**src/rtl/dparb_pkg.sv**
```systemverilog
package dparb_pkg;
    typedef enum logic [1:0] {
        ARB_IDLE   = 2'd0,
        ARB_A_OWNS = 2'd1,
        ARB_B_OWNS = 2'd2
    } arb_state_t;
endpackage

```
**src/rtl/dparb_port_track.sv**
```systemverilog
// Remembers whether a port was selected at the same address one cycle ago.
module dparb_port_track #(
    parameter int ADDR_W = 11
) (
    input  logic              clk,
    input  logic              rst_n,
    input  logic              ce,
    input  logic [ADDR_W-1:0] addr,
    output logic              settled
);
    logic              ce_q;
    logic [ADDR_W-1:0] addr_q;

    always_ff @(posedge clk or negedge rst_n) begin
        if (!rst_n) begin
            ce_q   <= 1'b0;
            addr_q <= '0;
        end else begin
            ce_q   <= ce;
            addr_q <= addr;
        end
    end

    assign settled = ce && ce_q && (addr == addr_q);
endmodule

```
**src/rtl/dparb_fsm.sv**
```systemverilog
// Owner selection: decides on a fresh collision, holds the owner while it lasts.
module dparb_fsm
    import dparb_pkg::*;
(
    input  logic clk,
    input  logic rst_n,
    input  logic collide,
    input  logic a_settled,
    input  logic b_settled,
    output logic a_loses,
    output logic b_loses
);
    arb_state_t state_q, state_d;
    logic       b_first;

    assign b_first = b_settled && !a_settled;

    always_ff @(posedge clk or negedge rst_n) begin
        if (!rst_n) state_q <= ARB_IDLE;
        else        state_q <= state_d;
    end

    always_comb begin
        state_d = state_q;
        unique case (state_q)
            ARB_IDLE:   if (collide) state_d = b_first ? ARB_B_OWNS : ARB_A_OWNS;
            ARB_A_OWNS: if (!collide) state_d = ARB_IDLE;
            ARB_B_OWNS: if (!collide) state_d = ARB_IDLE;
            default:    state_d = ARB_IDLE;
        endcase
    end

    always_comb begin
        a_loses = 1'b0;
        b_loses = 1'b0;
        unique case (state_q)
            ARB_IDLE: begin
                a_loses = collide && b_first;
                b_loses = collide && !b_first;
            end
            ARB_A_OWNS: b_loses = collide;
            ARB_B_OWNS: a_loses = collide;
            default: begin
                a_loses = 1'b0;
                b_loses = 1'b0;
            end
        endcase
    end
endmodule

```
**src/rtl/dparb_wr_gate.sv**
```systemverilog
module dparb_wr_gate (
    input  logic ce,
    input  logic we,
    input  logic busy_n,
    input  logic inhibit_n,
    output logic wr
);
    assign wr = ce && we && busy_n && inhibit_n;
endmodule

```
**src/rtl/dp_collide_arb.sv**
```systemverilog
module dp_collide_arb #(
    parameter int ADDR_W    = 11,
    parameter bit IS_MASTER = 1'b1
) (
    input  logic              clk,
    input  logic              rst_n,
    input  logic              ce_a,
    input  logic              we_a,
    input  logic [ADDR_W-1:0] addr_a,
    input  logic              busy_in_a_n,
    input  logic              ce_b,
    input  logic              we_b,
    input  logic [ADDR_W-1:0] addr_b,
    input  logic              busy_in_b_n,
    output logic              busy_a_n,
    output logic              busy_b_n,
    output logic              wr_a,
    output logic              wr_b
);
    generate
        if (IS_MASTER) begin : g_master
            logic collide, a_settled, b_settled, a_loses, b_loses;

            assign collide = ce_a && ce_b && (addr_a == addr_b);

            dparb_port_track #(.ADDR_W(ADDR_W)) u_trk_a (
                .clk(clk), .rst_n(rst_n), .ce(ce_a), .addr(addr_a), .settled(a_settled));
            dparb_port_track #(.ADDR_W(ADDR_W)) u_trk_b (
                .clk(clk), .rst_n(rst_n), .ce(ce_b), .addr(addr_b), .settled(b_settled));

            dparb_fsm u_fsm (
                .clk(clk), .rst_n(rst_n), .collide(collide),
                .a_settled(a_settled), .b_settled(b_settled),
                .a_loses(a_loses), .b_loses(b_loses));

            assign busy_a_n = !a_loses;
            assign busy_b_n = !b_loses;
        end else begin : g_slave
            assign busy_a_n = 1'b1;
            assign busy_b_n = 1'b1;
        end
    endgenerate

    dparb_wr_gate u_gate_a (
        .ce(ce_a), .we(we_a), .busy_n(busy_a_n), .inhibit_n(busy_in_a_n), .wr(wr_a));
    dparb_wr_gate u_gate_b (
        .ce(ce_b), .we(we_b), .busy_n(busy_b_n), .inhibit_n(busy_in_b_n), .wr(wr_b));
endmodule

```
**config.mk**
```make
export PLATFORM = sky130hd
export DESIGN_NAME = dp_collide_arb
export DESIGN_NICKNAME = d
export VERILOG_FILES = /design/src/rtl/dparb_pkg.sv /design/src/rtl/dparb_port_track.sv /design/src/rtl/dparb_fsm.sv /design/src/rtl/dparb_wr_gate.sv /design/src/rtl/dp_collide_arb.sv
export SDC_FILE = /design/constraint.sdc
export NUM_CORES = 1
export LEC_CHECK = 0
export ABC_AREA = 1
export BUFFER_PORTS_ARGS = -buffer_cell sky130_fd_sc_hd__buf_2
export CAP_MARGIN = 10
export CORE_MARGIN = 2
export CORE_UTILIZATION = 53
export CTS_BUF_LIST = sky130_fd_sc_hd__clkbuf_2
export CTS_CLUSTER_SIZE = 14
export DETAILED_ROUTE_END_ITERATION = 10
export PLACE_DENSITY = 0.83
export SLEW_MARGIN = 5
export SYNTH_ARGS = -nofsm -noshare
export SYNTH_HDL_FRONTEND = slang
export SYNTH_SLANG_ARGS = --single-unit
```
**constraint.sdc**
```tcl
create_clock -name clk -period 1.29 [get_ports clk]
set_input_delay 0.0645 -clock clk [delete_from_list [all_inputs] [get_ports clk]]
set_output_delay 0.0645 -clock clk [all_outputs]
set_load 0.05 [all_outputs]
```
==> insert_results.sql, run 1 <==
INSERT INTO impl_metrics (metric_group, metric, value, unit) VALUES
('run_status', 'run_status', 'finished with violations', ''),
('run_status', 'violations_in_the_final_reports', 'negative setup slack', ''),
('power', 'power.static_leakage', '1.08', 'nW'),
('power', 'p_clk_share', '17.2', '%'),
('global_routing', 'groute.usage.overall', '23.6', '%'),
('floorplanning', 'die_w', '55.2', 'µm'),
('power', 'power_frac_comb', '30.6', '%'),
('global_routing', 'antenna_found_initial', '0', ''),
('yosys', 'postSynthAreaPerCell', '7.51', 'µm²'),
('routing', 'count_of_tritonroute_iterations_in_the_first_routing_pass', '4', ''),
('floorplanning', 'dieArea', '3050', 'µm²'),
('timing', 'min_period', '1.88', 'ns'),
('placed_design', 'gp_routability_congestion', '0.851', ''),
('yosys', 'mappedNetlistArea', '1390', 'µm²'),
('global_routing', 'grt.overflow.total', '0', ''),
('routing', 'vias_per_cell', '4.67', ''),
('power', 'seq_power_share', '52.2', '%'),
('timing', 'timing_max_transition_violations_final', '0', ''),
('setup_path', 'worst_path_max_delay_cell', 'sky130_fd_sc_hd__dfrtp_1', ''),
('timing', 'achievable_freq', '0.532', 'GHz'),
('clock_tree', 'cts_buffer_depth', '2', ''),
('routing', 'routed_wire_length_per_instance', '11.7', 'µm'),
('layout', 'diodes', '0', ''),
('setup_path', 'crit_arrival', '1.81', 'ns'),
('setup_path', 'worst_endpoint_required_time', '1.23', 'ns'),
('placed_design', 'dpl_worst_slack', '-0.219', 'ns'),
('clock_tree', 'root_buffer', 'sky130_fd_sc_hd__clkbuf_2', ''),
('yosys', 'seq_cells_post_synth', '26', ''),
('timing', 'timing.hold.ws', '0.205', 'ns'),
('routing', 'drt_drc_violations_left', '0', ''),
('routing', 'number_of_vias_in_the_routed_layout', '1312', ''),
('yosys', 'yosys_warnings', '0', ''),
('floorplanning', 'floorplan.die.height', '55.2', 'µm'),
('yosys', 'ys_async_sr_fraction', '100', '%'),
('power', 'power', '1.72', 'mW'),
('timing', 'final.setup.worst_slack', '-0.589', 'ns'),
('global_routing', 'first_global_vias', '1290', ''),
('yosys', 'synth_flop_cell', 'sky130_fd_sc_hd__dfrtp_1', ''),
('yosys', 'synthesis.nets', '218', ''),
('floorplanning', 'core_region_area', '2480', 'µm²'),
('clock_tree', 'cts-buffers-inserted', '3', ''),
('routing', 'postRouteWirelength', '3.28', 'mm'),
('clock_tree', 'cts_tree', 'yes', ''),
('setup_path', 'crit_fanout', '2', ''),
('yosys', 'synth_top_area_cell', 'sky130_fd_sc_hd__dfrtp_1', ''),
('clock_tree', 'clkSinkCount', '26', ''),
('power', 'switchingPower', '0.552', 'mW'),
('routing', 'detailedRoute.firstIterationViolations', '46', ''),
('timing', 'final_hold_viol_count', '0', ''),
('floorplanning', 'design.portCount', '34', ''),
('timing', 'setup_viol', '6', ''),
('clock_tree', 'clock_tree.htree_level_count', '1', ''),
('yosys', 'synth-edff-count', '0', ''),
('floorplanning', 'fp-row-count', '18', ''),
('floorplanning', 'initial_core_util', '56.1', '%'),
('power', 'power.density_cell_area', '878', 'nW/µm²'),
('setup_path', 'timing_worst_setup_path_type', 'flip-flop to output pin', ''),
('layout', 'ratio_of_cells_with_drive_above_1_in_the_final_layout', '23.5', '%'),
('setup_path', 'reg2reg_slack', '-0.06', 'ns'),
('yosys', 'synth_sequential_area_ratio', '46.8', '%'),
('global_routing', 'grt_start_max_net_pins', '27', ''),
('setup_path', 'cp-end-kind', 'output pin', ''),
('setup_path', 'slowest_delay', '0.44', 'ns'),
('power', 'power.switching_fraction', '32.1', '%'),
('yosys', 'post_synth_most_frequent_cells', '64 x sky130_fd_sc_hd__nand2_1, 40 x sky130_fd_sc_hd__inv_1, 26 x sky130_fd_sc_hd__dfrtp_1, 10 x sky130_fd_sc_hd__nand3_1, 9 x sky130_fd_sc_hd__nor2_1', ''),
('timing', 'worstMarginPinSlew', '0.577', 'ns'),
('timing', 'fin_skew', '0.00423', 'ns'),
('power', 'max-vdd-ir-drop', '0.685', 'mV'),
('setup_path', 'element_type_at_the_critical_path_start', 'flip-flop', ''),
('yosys', 'post-synth-top-count-cell', 'sky130_fd_sc_hd__nand2_1', ''),
('layout', 'area_growth_syn_to_layout', '40.7', '%');
timing repair:
| item | 4_1_cts | 5_1_grt |
|---|---|---|
| pin swaps | 0 | 6 |
| hold buffers | 25 | 0 |
| resized for setup | 10 | 2 |
| hold endpoints to repair | 50 | 0 |
| buffers inserted | 1 | 1 |
| cloned | 0 | 0 |
| endpoints found under the setup margin | 4 | 6 |
critical path: cells and delay by family (launching register included):
family | cells | cell delay, ns
buffers and inverters | 2 | 0.22
flip-flops | 1 | 0.44
AND/OR/NAND/NOR | 9 | 0.71
AO/OA/AOI/OAI | 1 | 0.12
state kept, by name, indices dropped and copies added (netlist names):
| signal | count |
|---|---|
| g_master.u_trk_a.ce_q | 1 |
| g_master.u_fsm.state_q | 2 |
| g_master.u_trk_b.ce_q | 1 |
| g_master.u_trk_a.addr_q | 11 |
| g_master.u_trk_b.addr_q | 11 |
layer usage:
metal,track usage [%],share of wire (%)
met1,30.5,44
met4,5.92,0.94
met5,0,0
met2,39.6,51
met3,6.09,4.3
layout make-up:
| cell class | count | area, µm² |
|---|---|---|
| Sequential cell | 26 | 651 |
| Multi-Input combinational cell | 115 | 606 |
| Fill cell | 174 | 522 |
| Timing Repair Buffer | 63 | 482 |
| Inverter | 44 | 165 |
| Tap cell | 30 | 37.5 |
| Clock buffer | 3 | 15.0 |
per-stage QoR:
stage          instance area [µm²]  TNS, ns
6_report                      1960    -2.38
5_1_grt                       1960    -3.44
4_1_cts                       1940    -2.12
3_5_place_dp                  1640   -0.698
3_3_place_gp                  1640   -0.603
2_1_floorplan                 1410   -0.142
cells by family (layout without fill, tap and decap cells):
logic type	Yosys count	after routing	share of synthesized area, %
AOI/OAI and AO/OA	7	7	3.24
and+or+nand+nor	96	96	29.7
DFF	26	26	46.8
adders and majority gates	3	3	2.70
xor gates and xnor gates	9	9	5.67
buffers and inverters	44	110	11.9
final timing paths:
path                                              endpoint                         from  depth (start not counted)
min in group clk                 g_master.u_fsm.state_q[0]                    addr_b[7]                          7
worst max-delay path                                  wr_b  g_master.u_trk_b.addr_q[10]                         12
worst max register to register   g_master.u_fsm.state_q[1]  g_master.u_trk_b.addr_q[10]                         12
max in group asynchronous       g_master.u_trk_a.addr_q[5]                        rst_n                          2
worst min-delay path            g_master.u_trk_a.addr_q[6]                        rst_n                          2
worst min register to register   g_master.u_fsm.state_q[0]    g_master.u_fsm.state_q[0]                          3
power by group through the flow:
| stage | Combinational [mW] | Sequential [mW] | Clock (mW) |
|---|---|---|---|
| floorplan | 0.278 | 0.909 | 0 |
| global placement | 0.440 | 0.907 | 0 |
| detailed placement | 0.445 | 0.912 | 0 |
| CTS | 0.511 | 0.897 | 0.304 |
| global route | 0.599 | 0.904 | 0.339 |
| finish | 0.525 | 0.898 | 0.295 |
layout by cell type (no fill, tap or decap), types with 2 or more instances in the layout:
cell type                       count
sky130_fd_sc_hd__nand3_1            9
sky130_fd_sc_hd__nand2_2            5
sky130_fd_sc_hd__buf_2             29
sky130_fd_sc_hd__inv_1             39
sky130_fd_sc_hd__clkbuf_2           3
sky130_fd_sc_hd__nor2_2             2
sky130_fd_sc_hd__nand2_1           61
sky130_fd_sc_hd__a21oi_4            2
sky130_fd_sc_hd__nor2_1             9
sky130_fd_sc_hd__o21ai_1            2
sky130_fd_sc_hd__nor3_2             2
sky130_fd_sc_hd__dfrtp_1           26
sky130_fd_sc_hd__nand4_1            7
sky130_fd_sc_hd__buf_4              5
sky130_fd_sc_hd__xor2_1             2
sky130_fd_sc_hd__buf_6              3
sky130_fd_sc_hd__xnor2_1            7
sky130_fd_sc_hd__dlygate4sd3_1     25
sky130_fd_sc_hd__inv_2              5
sky130_fd_sc_hd__ha_1               3
(Power assumes the default switching activity.)
==> run 2: changes to the inputs <==
Settings changed: ABC_AREA 1 to unset, PLACE_DENSITY 0.83 to 0.84, SKIP_CTS_REPAIR_TIMING set to 1.
==> insert_results.sql, run 2 <==
INSERT INTO impl_metrics (metric_group, metric, value, unit) VALUES
('yosys', 'postSynthAreaPerCell', '11.2', 'µm²'),
('layout', 'post-route-cell-area', '2100', 'µm²'),
('clock_tree', 'root_buffer', 'sky130_fd_sc_hd__clkbuf_2', ''),
('clock_tree', 'clock_tree.htree_level_count', '1', ''),
('routing', 'detailedRoute.firstIterationViolations', '55', ''),
('routing', 'number_of_vias_in_the_routed_layout', '1433', ''),
('routing', 'routed_wire_length_per_instance', '23.3', 'µm'),
('placed_design', 'gp_routability_congestion', '0.783', ''),
('yosys', 'syn_inst', '115', ''),
('layout', 'most_used_cells_in_the_layout_excluding_fill_and_tap_cells', '29 x sky130_fd_sc_hd__buf_2, 27 x sky130_fd_sc_hd__buf_4, 26 x sky130_fd_sc_hd__dfrtp_1', ''),
('routing', 'count_of_tritonroute_iterations_in_the_first_routing_pass', '4', ''),
('global_routing', 'antenna_found_initial', '0', ''),
('placed_design', 'port-buffer-count', '33', ''),
('global_routing', 'grt_start_max_net_pins', '27', ''),
('layout', 'fillerInstances', '85', ''),
('power', 'power.density_cell_area', '882', 'nW/µm²'),
('yosys', 'yosys_warnings', '0', ''),
('yosys', 'synthesis.nets', '148', ''),
('setup_path', 'crit_fanout', '2', ''),
('timing', 'fin_skew', '0.0110', 'ns'),
('yosys', 'synth-edff-count', '0', ''),
('routing', 'drt_drc_violations_left', '0', ''),
('power', 'power', '1.85', 'mW'),
('timing', 'fin_crit_sh', '189', '%'),
('yosys', 'post-synth-top-count-cell', 'sky130_fd_sc_hd__dfrtp_1', ''),
('layout', 'multi_input_comb_area', '713', 'µm²'),
('power', 'seq_power_share', '47.4', '%'),
('power', 'power.static_leakage', '0.963', 'nW'),
('timing', 'achievable_freq', '0.410', 'GHz'),
('run', 'max_cap_violations', '0', ''),
('setup_path', 'reg2reg_from', 'g_master.u_trk_b.addr_q[7]', ''),
('timing', 'max_slew_margin', '61.4', '%'),
('layout', 'finish.net_count', '237', ''),
('floorplanning', 'fp-row-count', '17', ''),
('floorplanning', 'die_w', '53.4', 'µm'),
('setup_path', 'reg2reg_slack', '-0.63', 'ns'),
('setup_path', 'cp-end-kind', 'output pin', ''),
('clock_tree', 'cts_buffer_depth', '2', ''),
('clock_tree', 'clkTransAtPathRegs', '0.27', 'ns'),
('setup_path', 'timing_worst_setup_path_type', 'flip-flop to output pin', ''),
('yosys', 'post_synth_most_frequent_cells', '26 x sky130_fd_sc_hd__dfrtp_1, 25 x sky130_fd_sc_hd__xor2_1, 12 x sky130_fd_sc_hd__nor4_1, 8 x sky130_fd_sc_hd__xnor2_1, 7 x sky130_fd_sc_hd__nand2_1', ''),
('routing', 'vias_per_cell', '6.20', ''),
('routing', 'postRouteWirelength', '5.39', 'mm'),
('global_routing', 'grt.overflow.total', '0', ''),
('timing', 'timing_max_transition_violations_final', '0', ''),
('run_status', 'violations_in_the_final_reports', 'negative setup slack', ''),
('placed_design', 'detailed_place.area', '1730', 'µm²'),
('layout', 'final_common_cell', 'sky130_fd_sc_hd__buf_2', ''),
('global_routing', 'groute.usage.overall', '27.8', '%'),
('routing', 'route.antenna.remaining_nets', '0', ''),
('setup_path', 'worst_endpoint_required_time', '1.23', 'ns'),
('yosys', 'mappedNetlistArea', '1290', 'µm²'),
('floorplanning', 'core_region_area', '2250', 'µm²'),
('setup_path', 'worst_path_max_delay_cell', 'sky130_fd_sc_hd__or4_4', ''),
('layout', 'ratio_of_cells_with_drive_above_1_in_the_final_layout', '38.9', '%'),
('timing', 'final.setup.worst_slack', '-1.15', 'ns'),
('yosys', 'seq_cells_post_synth', '26', ''),
('power', 'max-vdd-ir-drop', '0.895', 'mV'),
('floorplanning', 'dieArea', '2850', 'µm²'),
('setup_path', 'slowest_delay', '0.49', 'ns'),
('run_status', 'run_status', 'finished with violations', ''),
('power', 'power.switching_fraction', '28.2', '%'),
('yosys', 'synth_cell_types', '23', ''),
('hold_path', 'hold_path_class', 'input port to async pin', ''),
('timing', 'setup_viol', '6', ''),
('yosys', 'synth_sequential_area_ratio', '50.4', '%'),
('yosys', 'synth_top_area_share', '50.4', '%'),
('timing', 'worstMarginPinSlew', '0.578', 'ns'),
('power', 'switchingPower', '0.523', 'mW'),
('layout', 'ff_latch_area', '651', 'µm²'),
('layout', 'reg.largest.list', 'g_master.u_trk_a.addr_q (11), g_master.u_trk_b.addr_q (11), g_master.u_fsm.state_q (2)', ''),
('global_routing', 'grt_pass1_wl', '5.46', 'mm'),
('layout', 'final-instance-count-excl-fill', '231', ''),
('clock_tree', 'clkSinkCount', '26', ''),
('floorplanning', 'design.portCount', '34', ''),
('power', 'p_clk_share', '29.0', '%'),
('yosys', 'ys_async_sr_fraction', '100', '%'),
('floorplanning', 'floorplan.die.height', '53.4', 'µm'),
('layout', 'area_growth_syn_to_layout', '62.8', '%'),
('placed_design', 'dpl.cell_count', '201', ''),
('clock_tree', 'cts-buffers-inserted', '3', ''),
('clock_tree', 'clk_latency', '0.38', 'ns'),
('power', 'power_frac_comb', '23.6', '%'),
('layout', 'postLayoutCoreUtil', '93.2', '%'),
('setup_path', 'element_type_at_the_critical_path_start', 'flip-flop', ''),
('timing', 'final_hold_viol_count', '0', ''),
('yosys', 'synth_flop_cell', 'sky130_fd_sc_hd__dfrtp_1', ''),
('placed_design', 'detailed_place_hpwl', '2.60', 'mm'),
('yosys', 'ranking_of_synthesized_cells_by_area', 'sky130_fd_sc_hd__dfrtp_1 50%, sky130_fd_sc_hd__xor2_1 17%, sky130_fd_sc_hd__nor4_1 5.8%, sky130_fd_sc_hd__xnor2_1 5.4%, sky130_fd_sc_hd__ha_1 2.9%', ''),
('global_routing', 'first_global_vias', '1276', ''),
('layout', 'diodes', '0', ''),
('clock_tree', 'cts_tree', 'yes', ''),
('setup_path', 'crit_arrival', '2.38', 'ns'),
('setup_path', 'worstRegToRegCells', '6', ''),
('timing', 'setup_repair_after_global_routing_missed_its_margin', 'true', ''),
('yosys', 'synth_top_area_cell', 'sky130_fd_sc_hd__dfrtp_1', ''),
('power', 'power.internal', '1.33', 'mW'),
('setup_path', 'rr_endpoint', 'g_master.u_fsm.state_q[1]', ''),
('floorplanning', 'initial_core_util', '57.3', '%'),
('timing', 'min_period', '2.44', 'ns'),
('setup_path', 'cp_cell_instances', 'xnor2_1, nand4_1, or4_4, nand2b_4, o21a_4, buf_8', '');
-- run 2: cell count changes after synthesis, sizes merged, moves of 6 or more --
cell | previous run | this run
xor2 | 2 | 25
nor2 | 11 | 0
nor4 | 0 | 12
inv | 44 | 2
nand3 | 10 | 4
nand2 | 66 | 7
-- run 2: how the worst max path moves through the flow --
stage | start | to | slack (ns) | cells after the start
3_3_place_gp | g_master.u_trk_b.addr_q[3] | wr_a | -0.52 | 6
2_1_floorplan | g_master.u_trk_b.addr_q[3] | wr_b | -0.40 | 5
5_1_grt | g_master.u_trk_a.addr_q[5] | busy_b_n | -1.19 | 7
4_1_cts | g_master.u_trk_b.addr_q[3] | wr_b | -1.06 | 6
6_report | g_master.u_trk_b.addr_q[7] | wr_a | -1.15 | 6
3_5_place_dp | g_master.u_trk_b.addr_q[3] | wr_b | -0.60 | 6
-- run 2: metal layers --
layer  vias up  track usage [%]  part of all wire, %
met5         -                0                    0
met4         0             15.8                  7.7
met3        46             5.93                  6.9
met2       104             50.0                   52
met1       699             29.6                   34
li1        584                -                    -
-- run 2: cell type report --
type / instances / share of cell area, %
multi-input cells: 86 / 33.9
inverters: 2 / 0.357
clock inverters: 1 / 1.43
clock buffers: 3 / 0.714
well taps: 28 / 1.67
repair buffers: 85 / 31.0
flip-flops and latches: 26 / 31.0
-- run 2: worst max-delay path: cells and delay by family (launching register included) --
family                 cells  cell delay [ns]
buffers and inverters      1             0.14
AND/OR/NAND/NOR            3             0.86
flip-flops                 1             0.46
AO/OA/AOI/OAI              1             0.19
XOR/XNOR                   1             0.33
-- run 2: metrics by stage --
step | TNS [ns] | worst slack (ns) | hold WS [ns]
after floorplan | -1.88 | -0.401 | -0.231
after global placement | -2.64 | -0.522 | 0.0806
after detailed placement | -3.01 | -0.596 | 0.0940
after CTS | -4.98 | -1.06 | -0.347
after global routing | -5.79 | -1.19 | 0.223
final | -5.69 | -1.15 | 0.174
-- run 2: power groups by stage --
stage               Sequential (mW)  Clock (mW)  Combinational (mW)
floorplan                     0.883           0               0.131
global placement              0.884           0               0.302
detailed placement            0.887           0               0.316
CTS                           0.873       0.525               0.322
global route                  0.881       0.556               0.459
finish                        0.878       0.538               0.438
-- run 2: cells by family after synthesis --
group / share of synthesized area, %
AND/OR/NAND/NOR: 17.3
XOR/XNOR: 22.4
flip-flops: 50.4
AO/OA/AOI/OAI: 6.01
buffers and inverters: 0.969
adder cells (fa/ha/maj): 2.91
==> run 3: changes to the inputs <==
Settings changed: CORE_MARGIN 2 to unset, REMOVE_ABC_BUFFERS set to 1.
Clock period 1.29 ns to 2.7 ns, I/O delays scaled along.
==> insert_results.sql, run 3 (synthesis results as in run 2) <==
INSERT INTO impl_metrics (metric_group, metric, value, unit) VALUES
('layout', 'ratio_of_cells_with_drive_above_1_in_the_final_layout', '21.0', '%'),
('power', 'power.static_leakage', '0.778', 'nW'),
('timing', 'max_slew_margin', '62.0', '%'),
('clock_tree', 'clkSinkCount', '26', ''),
('timing', 'final.setup.worst_slack', '0.254', 'ns'),
('setup_path', 'reg2reg_slack', '0.98', 'ns'),
('setup_path', 'worstRegToRegCells', '5', ''),
('routing', 'postRouteWirelength', '2.96', 'mm'),
('floorplanning', 'dieArea', '2640', 'µm²'),
('global_routing', 'grt_start_max_net_pins', '27', ''),
('layout', 'final-instance-count-excl-fill', '204', ''),
('setup_path', 'timing_worst_setup_path_type', 'input port to output pin', ''),
('setup_path', 'reg2reg_from', 'g_master.u_trk_b.addr_q[5]', ''),
('timing', 'setup_viol', '0', ''),
('global_routing', 'first_global_vias', '1062', ''),
('layout', 'most_used_cells_in_the_layout_excluding_fill_and_tap_cells', '33 x sky130_fd_sc_hd__buf_2, 26 x sky130_fd_sc_hd__dfrtp_1, 25 x sky130_fd_sc_hd__xor2_1, 25 x sky130_fd_sc_hd__dlygate4sd3_1, 12 x sky130_fd_sc_hd__nor4_1', ''),
('run', 'max_cap_violations', '0', ''),
('hold_path', 'hold_path_class', 'input port to async pin', ''),
('setup_path', 'element_type_at_the_critical_path_start', 'input port', ''),
('clock_tree', 'cts_tree', 'yes', ''),
('global_routing', 'antenna_found_initial', '0', ''),
('setup_path', 'crit_arrival', '2.31', 'ns'),
('placed_design', 'dpl.cell_count', '175', ''),
('layout', 'fillerInstances', '152', ''),
('layout', 'diodes', '0', ''),
('floorplanning', 'die_w', '51.4', 'µm'),
('power', 'max-vdd-ir-drop', '0.392', 'mV'),
('global_routing', 'grt.overflow.total', '0', ''),
('timing', 'final_hold_viol_count', '0', ''),
('timing', 'timing_max_transition_violations_final', '0', ''),
('layout', 'finish.net_count', '210', ''),
('layout', 'final_common_cell', 'sky130_fd_sc_hd__buf_2', ''),
('layout', 'postLayoutCoreUtil', '77.9', '%'),
('clock_tree', 'cts_buffer_depth', '2', ''),
('floorplanning', 'fp-row-count', '17', ''),
('placed_design', 'detailed_place_hpwl', '2.18', 'mm'),
('timing', 'worstMarginPinSlew', '0.570', 'ns'),
('floorplanning', 'floorplan.die.height', '51.4', 'µm'),
('setup_path', 'worst_endpoint_required_time', '2.57', 'ns'),
('floorplanning', 'core_region_area', '2250', 'µm²'),
('timing', 'fin_setup_tns', '0', 'ns'),
('layout', 'post-route-cell-area', '1760', 'µm²'),
('layout', 'area_growth_syn_to_layout', '35.9', '%'),
('timing', 'fin_skew', '0.00572', 'ns'),
('clock_tree', 'clock_tree.htree_level_count', '1', ''),
('routing', 'number_of_vias_in_the_routed_layout', '1130', ''),
('clock_tree', 'clk_latency', '0.34', 'ns'),
('timing', 'achievable_freq', '0.409', 'GHz'),
('timing', 'timing.hold.ws', '0.272', 'ns'),
('setup_path', 'cp-end-kind', 'output pin', ''),
('global_routing', 'grt_pass1_wl', '4.56', 'mm'),
('global_routing', 'groute.usage.overall', '23.7', '%'),
('power', 'power.density_cell_area', '404', 'nW/µm²'),
('routing', 'detailedRoute.firstIterationViolations', '27', ''),
('setup_path', 'rr_endpoint', 'g_master.u_fsm.state_q[0]', ''),
('clock_tree', 'clkTransAtPathRegs', '0.23', 'ns'),
('setup_path', 'crit_fanout', '6', ''),
('timing', 'fin_crit_sh', '90.6', '%'),
('routing', 'routed_wire_length_per_instance', '14.5', 'µm'),
('power', 'power', '0.710', 'mW'),
('clock_tree', 'root_buffer', 'sky130_fd_sc_hd__clkbuf_2', ''),
('layout', 'reg.largest.list', 'g_master.u_trk_a.addr_q (11), g_master.u_trk_b.addr_q (11), g_master.u_fsm.state_q (2)', ''),
('clock_tree', 'cts-buffers-inserted', '3', ''),
('routing', 'vias_per_cell', '5.54', ''),
('timing', 'min_period', '2.45', 'ns'),
('routing', 'route.antenna.remaining_nets', '0', ''),
('floorplanning', 'initial_core_util', '57.3', '%'),
('routing', 'drt_drc_violations_left', '0', ''),
('placed_design', 'dpl_worst_slack', '0.747', 'ns'),
('layout', 'multi_input_comb_area', '628', 'µm²'),
('placed_design', 'detailed_place.area', '1490', 'µm²'),
('timing', 'setup_repair_after_global_routing_missed_its_margin', 'false', ''),
('layout', 'ff_latch_area', '651', 'µm²'),
('placed_design', 'gp_routability_congestion', '0.799', ''),
('routing', 'count_of_tritonroute_iterations_in_the_first_routing_pass', '4', ''),
('run_status', 'run_status', 'completed', ''),
('floorplanning', 'design.portCount', '34', ''),
('placed_design', 'port-buffer-count', '33', '');
[run 3: how the worst max path moves through the flow]
stage	cells after the start	start	endpoint
floorplan	5	g_master.u_trk_b.addr_q[8]	busy_b_n
global placement	6	g_master.u_trk_b.addr_q[5]	wr_b
detailed placement	6	g_master.u_trk_b.addr_q[5]	wr_b
CTS	6	g_master.u_trk_b.addr_q[5]	wr_b
global route	8	addr_a[4]	wr_b
finish	8	addr_a[4]	wr_a
[run 3: power breakdown]
group          total [mW]  internal (mW)  switching, mW  leakage [nW]
Combinational       0.149         0.0712         0.0777         0.456
Sequential          0.417          0.408        0.00888         0.308
Clock               0.144         0.0322          0.111        0.0140
[run 3: layout make-up]
cell class                 count  share of cell area [%]
clock buffer                   3                   0.855
clock inverter                 1                   0.214
inverter                       2                   0.428
multi-input combinational     86                    35.8
sequential                    26                    37.1
tap                           28                    2.00
timing repair buffer          58                    23.7
[run 3: critical path, stage by stage]
cell and delay (ns):
sky130_fd_sc_hd__dlygate4sd3_1 0.53, sky130_fd_sc_hd__buf_2 0.14, sky130_fd_sc_hd__xor2_1 0.16, sky130_fd_sc_hd__nor4_1 0.50
sky130_fd_sc_hd__and3_1 0.35, sky130_fd_sc_hd__nand2_1 0.10, sky130_fd_sc_hd__o21a_1 0.18, sky130_fd_sc_hd__buf_2 0.21
[run 3: metal layers]
metal  vias to the layer above  part of all wire (%)  track usage [%]
met3                        18                   5.4             5.06
met1                       526                    43             31.3
met4                         0                   3.3             11.3
met2                        53                    48             36.8
li1                        533                     -                -
met5                         -                     0                0
